### src/rtl/lf_pkg.sv
package lf_pkg;
  typedef enum logic [1:0] {
    LF_IDLE = 2'd0,
    LF_ADDR = 2'd1,
    LF_DATA = 2'd2,
    LF_RESP = 2'd3
  } lf_state_e;
endpackage

### src/rtl/lf_seq.sv
module lf_seq
  import lf_pkg::*;
#(
  parameter int BEATS = 4
) (
  input  logic                       clk,
  input  logic                       rst,
  input  logic                       req_valid,
  output logic                       req_ready,
  input  logic                       req_cacheable,
  input  logic                       req_nocache_hint,
  input  logic                       ken_n,
  input  logic                       brdy_n,
  input  logic                       rsp_ready,
  output logic                       ads_n,
  output logic                       blast_n,
  output logic                       cache_n,
  output logic                       pcd,
  output logic                       accept,
  output logic                       capture,
  output logic                       advance,
  output logic                       addr_phase,
  output logic                       active,
  output logic [$clog2(BEATS)-1:0]   beat,
  output logic                       rsp_valid,
  output logic                       rsp_burst,
  output logic                       rsp_cacheable
);
  localparam int BEAT_W = $clog2(BEATS);
  localparam logic [BEAT_W-1:0] LAST = BEAT_W'(BEATS - 1);

  lf_state_e st;
  logic cache_req, pcd_q, ken_q, burst_q;
  logic ken_seen, go_burst;

  assign ken_seen = !ken_q;
  assign go_burst = cache_req && ken_seen;

  assign req_ready  = (st == LF_IDLE);
  assign accept     = req_valid && req_ready;
  assign addr_phase = (st == LF_ADDR);
  assign active     = (st == LF_ADDR) || (st == LF_DATA);
  assign capture    = (st == LF_DATA) && !brdy_n;
  assign advance    = capture && (burst_q ? (beat != LAST) : go_burst);
  assign rsp_valid  = (st == LF_RESP);
  assign ads_n      = !addr_phase;
  assign cache_n    = !(active && cache_req);
  assign pcd        = active && pcd_q;

  always_comb begin
    if (st != LF_DATA)  blast_n = 1'b1;
    else if (!burst_q)  blast_n = go_burst;
    else                blast_n = (beat != LAST);
  end

  always_ff @(posedge clk) begin
    if (rst) begin
      st            <= LF_IDLE;
      beat          <= '0;
      cache_req     <= 1'b0;
      pcd_q         <= 1'b0;
      ken_q         <= 1'b1;
      burst_q       <= 1'b0;
      rsp_burst     <= 1'b0;
      rsp_cacheable <= 1'b0;
    end else begin
      case (st)
        LF_IDLE: begin
          if (accept) begin
            cache_req <= req_cacheable;
            pcd_q     <= req_cacheable || req_nocache_hint;
            beat      <= '0;
            burst_q   <= 1'b0;
            st        <= LF_ADDR;
          end
        end
        LF_ADDR: begin
          ken_q <= ken_n;
          st    <= LF_DATA;
        end
        LF_DATA: begin
          ken_q <= ken_n;
          if (!brdy_n) begin
            if (!burst_q) begin
              if (go_burst) begin
                burst_q <= 1'b1;
                beat    <= beat + BEAT_W'(1);
              end else begin
                rsp_burst     <= 1'b0;
                rsp_cacheable <= 1'b0;
                st            <= LF_RESP;
              end
            end else if (beat == LAST) begin
              rsp_burst     <= 1'b1;
              rsp_cacheable <= ken_seen;
              st            <= LF_RESP;
            end else begin
              beat <= beat + BEAT_W'(1);
            end
          end
        end
        LF_RESP: begin
          if (rsp_ready) st <= LF_IDLE;
        end
        default: st <= LF_IDLE;
      endcase
    end
  end

  assert_reset_idle_R1: assert property (@(posedge clk)
    rst |=> (ads_n && blast_n && cache_n && !pcd && req_ready && !rsp_valid));

  assert_ads_one_clock_R2: assert property (@(posedge clk) disable iff (rst)
    !ads_n |=> ads_n);

  assert_pcd_with_cache_R3: assert property (@(posedge clk) disable iff (rst)
    !cache_n |-> pcd);

  assert_ken_burst_R4: assert property (@(posedge clk) disable iff (rst)
    (st == LF_DATA && !burst_q && !brdy_n && !cache_n && !$past(ken_n)) |=> !rsp_valid);

  assert_last_then_rsp_R10: assert property (@(posedge clk) disable iff (rst)
    (!blast_n && !brdy_n) |=> rsp_valid);

  assert_cacheable_needs_burst_R8: assert property (@(posedge clk) disable iff (rst)
    (rsp_valid && rsp_cacheable) |-> rsp_burst);

  assert_uncached_single_R9: assert property (@(posedge clk) disable iff (rst)
    (st == LF_DATA && cache_n) |-> !blast_n);

  assert_rsp_hold_R10: assert property (@(posedge clk) disable iff (rst)
    (rsp_valid && !rsp_ready) |=> (rsp_valid && $stable(rsp_burst) && $stable(rsp_cacheable)));
endmodule

### src/rtl/lf_addr_drv.sv
module lf_addr_drv #(
  parameter int LINE_W = 28,
  parameter int BEAT_W = 2
) (
  input  logic                     clk,
  input  logic                     rst,
  input  logic                     load,
  input  logic [LINE_W-1:0]        req_line,
  input  logic [BEAT_W-1:0]        beat,
  input  logic                     active,
  input  logic                     addr_phase,
  input  logic                     advance,
  output logic [LINE_W+BEAT_W-1:0] bus_addr
);
  logic [LINE_W-1:0] line_q;

  always_ff @(posedge clk) begin
    if (rst)       line_q <= '0;
    else if (load) line_q <= req_line;
  end

  assign bus_addr = {line_q, beat};

  assert_first_word_zero_R6: assert property (@(posedge clk) disable iff (rst)
    addr_phase |-> (bus_addr[BEAT_W-1:0] == '0));

  assert_word_steps_R6: assert property (@(posedge clk) disable iff (rst)
    (active && advance) |=> (bus_addr[BEAT_W-1:0] == $past(bus_addr[BEAT_W-1:0]) + BEAT_W'(1)));

  assert_line_stable_R6: assert property (@(posedge clk) disable iff (rst)
    (active && $past(active)) |-> $stable(bus_addr[LINE_W+BEAT_W-1:BEAT_W]));
endmodule

### src/rtl/lf_line_buf.sv
module lf_line_buf #(
  parameter int DATA_W = 32,
  parameter int BEATS  = 4
) (
  input  logic                       clk,
  input  logic                       rst,
  input  logic                       clear,
  input  logic                       capture,
  input  logic [$clog2(BEATS)-1:0]   idx,
  input  logic [DATA_W-1:0]          bus_data,
  output logic [BEATS*DATA_W-1:0]    words
);
  logic [DATA_W-1:0] mem [BEATS];

  always_ff @(posedge clk) begin
    if (rst || clear) begin
      for (int i = 0; i < BEATS; i++) mem[i] <= '0;
    end else if (capture) begin
      mem[idx] <= bus_data;
    end
  end

  for (genvar g = 0; g < BEATS; g++) begin : g_flat
    assign words[g*DATA_W +: DATA_W] = mem[g];
  end

  assert_no_capture_no_change_R7: assert property (@(posedge clk) disable iff (rst)
    (!capture && !clear) |=> $stable(words));
endmodule

### src/rtl/linefill_rd_master.sv
module linefill_rd_master #(
  parameter int ADDR_W = 32,
  parameter int DATA_W = 32,
  parameter int BEATS  = 4
) (
  input  logic                                   clk,
  input  logic                                   rst,
  input  logic                                   req_valid,
  output logic                                   req_ready,
  input  logic [ADDR_W-$clog2(DATA_W/8)-$clog2(BEATS)-1:0] req_line,
  input  logic                                   req_cacheable,
  input  logic                                   req_nocache_hint,
  output logic                                   ads_n,
  output logic [ADDR_W-$clog2(DATA_W/8)-1:0]     bus_addr,
  output logic                                   cache_n,
  output logic                                   pcd,
  output logic                                   blast_n,
  input  logic                                   ken_n,
  input  logic                                   brdy_n,
  input  logic [DATA_W-1:0]                      bus_data,
  output logic                                   rsp_valid,
  input  logic                                   rsp_ready,
  output logic [BEATS*DATA_W-1:0]                rsp_data,
  output logic                                   rsp_burst,
  output logic                                   rsp_cacheable
);
  localparam int BYTE_W  = $clog2(DATA_W / 8);
  localparam int BEAT_W  = $clog2(BEATS);
  localparam int WADDR_W = ADDR_W - BYTE_W;
  localparam int LINE_W  = WADDR_W - BEAT_W;

  logic              accept, capture, advance, addr_phase, active;
  logic [BEAT_W-1:0] beat;

  lf_seq #(.BEATS(BEATS)) u_seq (
    .clk              (clk),
    .rst              (rst),
    .req_valid        (req_valid),
    .req_ready        (req_ready),
    .req_cacheable    (req_cacheable),
    .req_nocache_hint (req_nocache_hint),
    .ken_n            (ken_n),
    .brdy_n           (brdy_n),
    .rsp_ready        (rsp_ready),
    .ads_n            (ads_n),
    .blast_n          (blast_n),
    .cache_n          (cache_n),
    .pcd              (pcd),
    .accept           (accept),
    .capture          (capture),
    .advance          (advance),
    .addr_phase       (addr_phase),
    .active           (active),
    .beat             (beat),
    .rsp_valid        (rsp_valid),
    .rsp_burst        (rsp_burst),
    .rsp_cacheable    (rsp_cacheable)
  );

  lf_addr_drv #(.LINE_W(LINE_W), .BEAT_W(BEAT_W)) u_addr (
    .clk        (clk),
    .rst        (rst),
    .load       (accept),
    .req_line   (req_line),
    .beat       (beat),
    .active     (active),
    .addr_phase (addr_phase),
    .advance    (advance),
    .bus_addr   (bus_addr)
  );

  lf_line_buf #(.DATA_W(DATA_W), .BEATS(BEATS)) u_buf (
    .clk      (clk),
    .rst      (rst),
    .clear    (accept),
    .capture  (capture),
    .idx      (beat),
    .bus_data (bus_data),
    .words    (rsp_data)
  );

  assert_rsp_data_hold_R10: assert property (@(posedge clk) disable iff (rst)
    (rsp_valid && !rsp_ready) |=> $stable(rsp_data));

  assert_no_accept_busy_R2: assert property (@(posedge clk) disable iff (rst)
    (!ads_n || !blast_n || rsp_valid) |-> !req_ready);
endmodule

### config.mk
export PLATFORM = sky130hd
export DESIGN_NAME = linefill_rd_master
export DESIGN_NICKNAME = d
export VERILOG_FILES = /design/src/rtl/lf_pkg.sv /design/src/rtl/lf_seq.sv /design/src/rtl/lf_addr_drv.sv /design/src/rtl/lf_line_buf.sv /design/src/rtl/linefill_rd_master.sv
export SDC_FILE = /design/constraint.sdc
export NUM_CORES = 1
export LEC_CHECK = 0
export ABC_AREA = 1
export BUFFER_PORTS_ARGS = -buffer_cell sky130_fd_sc_hd__clkbuf_2
export CORE_MARGIN = 2
export CORE_UTILIZATION = 51
export CTS_BUF_LIST = sky130_fd_sc_hd__clkbuf_2
export CTS_CLUSTER_DIAMETER = 100
export DETAILED_ROUTE_END_ITERATION = 12
export HOLD_SLACK_MARGIN = 0.08
export PLACE_DENSITY = 0.83
export SLEW_MARGIN = 20
export SYNTH_ARGS = -nofsm -noshare
export SYNTH_HDL_FRONTEND = slang
export SYNTH_SLANG_ARGS = --single-unit
### constraint.sdc
create_clock -name clk -period 2.95 [get_ports clk]
set_input_delay 0.1475 -clock clk [delete_from_list [all_inputs] [get_ports clk]]
set_output_delay 0.1475 -clock clk [all_outputs]
set_load 0.02 [all_outputs]
==> summary.md <==
| Metric | Value |
|---|---|
| Ant diodes | `0` |
| Reg area | `0.00460 mm²` |
| Hold_ws | `about 0.28 ns` |
| H-tree depth | `4` |
| Antenna-violating nets left | `0` |
| Avg Synthesized Cell Area | `~12 µm²` |
| Cell Count, Final, Fillers Out | `1,040` |
| Port Buf Inserts | `233` |
| EDFF count, synth | `~130` |
| Share of the synthesized area in the top cell type | `0.626` |
| Gpl congestion | `roughly 0.8` |
| Worst setup EP type | `flip-flop` |
| Maximum clock path buffer count | `2` |
| Post-Syn Area | `0.00614 mm²` |
| YS warnings | `0` |
| Die Area | `0.0129 mm²` |
| RSZ-0062 raised after global routing | `no` |
| CP required | `roughly 3.6 ns` |
| Max-slew violation count | `0` |
| Row count | `40` |
| Post-Syn Nets | `592` |
| Leakage power | `4.26 nW` |
| R2r setup slk | `0.25 ns` |
| Post-Route WL | `between 15,000 and 20,000 µm` |
| Worst R2R Start | `u_seq.st[1]$_SDFFE_PP0P_` |
| Minimum clock period | `2.70 ns` |
| Worst VDD drop | `0.000522 V` |
| Gr ovfl total | `0` |
| Setup crit start | `u_seq.st[1]$_SDFFE_PP0P_` |
| Largest cells by area after synthesis | `edfxtp_1 63%, dfxtp_1 12%, nor2_1 12%` |
| GRT Total Usage | `0.282` |
| CTS Sinks | `166` |
| Critical Path AT | `3.35 ns` |
| Final period util | `0.916` |
| PD cells | `776 mW/mm²` |
| Antenna violations before repair | `0` |
| Cell with the most instances after synthesis | `nor2_1` |
| Initial core utilization | `0.517` |
| Top post-synthesis cells by count | `192 x nor2_1, 128 x edfxtp_1, 46 x inv_1, 38 x dfxtp_1, 33 x o21ai_0` |
| Die Span X | `114 µm` |
| Post-synth ARST share | `0` |
| Worst Reg-to-Reg Cells | `8` |
| Max-Cap Viols | `0` |
| R2R Path End | `u_addr.line_q[10]$_SDFFE_PP0P_` |
| Critical path class | `reg2reg` |
| Layout cell share with drive strength beyond 1 | `0.314` |
| Flops & latches, synth | `166` |
| Fin nets | `953` |
| Critical Path Sink | `u_addr.line_q[10]$_SDFFE_PP0P_` |
| DR vias | `5,324` |
| Drt drc | `0` |
| Post-Place Cells | `886` |
| DR vias/cell | `5.12` |
| Number of global-route vias before repair | `about 5,300` |
| Final core utilization | `0.748` |
| Worst clock skew | `approximately 0.033 ns` |
| Measured slew at the worst slew-check pin | `0.825 ns` |
| Slew Limit Headroom | `0.450` |
| Drt pass-1 iters | `6` |
| Critical Path Start Type | `flip-flop` |
| Die Ht | `between 100 and 150 µm` |
| Largest area contributor in the netlist | `edfxtp_1` |
| Post-synthesis cell type count | `17` |
| Syn Inst Count | `roughly 520` |
| Fin. Hold Viols | `0` |
| Setup repair bufs after CTS | `0` |
| Clk Latency, worst-skew pair | `about 0.70 ns` |
| Fillers | `around 740` |
| Top FF cell, synth | `edfxtp_1` |
| Root buffer cell | `clkbuf_2` |
| CTS Hold Bufs | `~120` |
| Largest net degree at the start of global routing | `34` |
| Detail Placement HPWL | `roughly 10,000 µm` |
| F_max | `roughly 370 MHz` |
| Area of the multi-input gates | `0.00122 mm²` |
| # setup viols final | `0` |
| Avg WL per Cell | `~18 µm` |
| Final TNS setup | `0 ns` |
| CTS tree | `done` |
| Cts bufs inserted | `17` |
| Area growth, synth to finish | `44.6%` |
| Status | `finished clean` |
| Core ar. | `0.0119 mm²` |
| Post-CTS sizing | `0` |
| Sequential area share after synthesis | `0.750` |
| Max Fanout on Critical Path | `31` |
| Num ports | `234` |
| First-pass GRT wire length | `27,500 µm` |
| First-iteration detailed-routing DRC count | `496` |
| CTS clk-pin slew, worst paths | `0.24 ns` |
| Hold crit path type | `in2reg` |
[cell families after synthesis]
group	after synthesis	share of synthesized area
flip-flops	166	0.750
AND/OR/NAND/NOR	237	0.155
buffers and inverters	69	0.0506
adder cells (fa/ha/maj)	5	0.0102
AO/OA/AOI/OAI	42	0.0343
[critical path, stage by stage, from the launching register on]
cell	delay [ns]
dfxtp_1	0.44
inv_1	0.10
ha_1	0.25
nand2_2	0.09
buf_4	0.28
o21ai_0	0.15
dlygate4sd3_1	0.66
nor2_1	0.13
dlygate4sd3_1	0.56
[where the power goes]
group          switching (mW)  leakage, nW  internal [mW]
clock network           0.805        0.135          0.393
registers               0.257         1.69           3.10
logic                    1.54         2.43          0.792
total                    2.60         4.26           4.29
[per-stage QoR]
stage          power, mW  setup slack (ns)  cell area, µm²
3_5_place_dp        5.36             0.586            7420
6_report            6.89             0.248            8870
3_3_place_gp        5.30             0.715            7420
5_1_grt             7.19             0.122            8870
2_1_floorplan       4.60             0.353            6140
4_1_cts             6.79             0.459            8870
[how the worst min path moves through the flow]
| stage | from | endpoint | slack [ns] | cells after the start |
|---|---|---|---|---|
| 2_1_floorplan | rst | u_seq.rsp_burst$_SDFFE_PP0P_ | 0.22 | 1 |
| 3_3_place_gp | ken_n | u_seq.ken_q$_SDFFE_PP1N_ | 0.38 | 3 |
| 3_5_place_dp | ken_n | u_seq.ken_q$_SDFFE_PP1N_ | 0.39 | 3 |
| 4_1_cts | req_line[6] | u_addr.line_q[6]$_SDFFE_PP0P_ | 0.21 | 4 |
| 5_1_grt | rst | u_seq.rsp_burst$_SDFFE_PP0P_ | 0.26 | 3 |
| 6_report | req_nocache_hint | u_seq.pcd_q$_SDFFE_PP0P_ | 0.28 | 4 |
[cell type report]
cell class | count | area share
flip-flops and latches | 166 | 0.519
repair buffers | 363 | 0.276
multi-input cells | 284 | 0.138
well taps | 147 | 0.0207
inverters | 48 | 0.0203
clock inverters | 15 | 0.0171
clock buffers | 17 | 0.00959
[state kept, by name (all words and copies together) (netlist names)]
name and count:
u_seq.st 2, u_buf.mem 128, u_seq.burst_q 1, u_seq.pcd_q 1
u_seq.cache_req 1, u_seq.rsp_cacheable 1, u_addr.line_q 28, u_seq.rsp_burst 1
u_seq.ken_q 1, u_seq.beat 2
[cell usage in the layout (no fill, tap or decap), drive strengths merged]
cell / instances
clkbuf: 250
nor2: 195
edfxtp: 128
dlygate4sd3: 122
inv: 53
dfxtp: 38
nand2: 34
o21ai: 33
a21oi: 9
buf: 8
nand3: 6
ha: 5
clkinvlp: 4
clkinv: 4
nand4: 2
bufinv: 2
[per-layer routing]
layer  track usage  vias up  part of all wire
met5             0        -                 0
met4         0.121        0             0.038
met3        0.0776       60             0.085
met2         0.495      325              0.51
met1         0.326     2525              0.37
li1              -     2414                 -
Power figures use the tool's default switching activity.
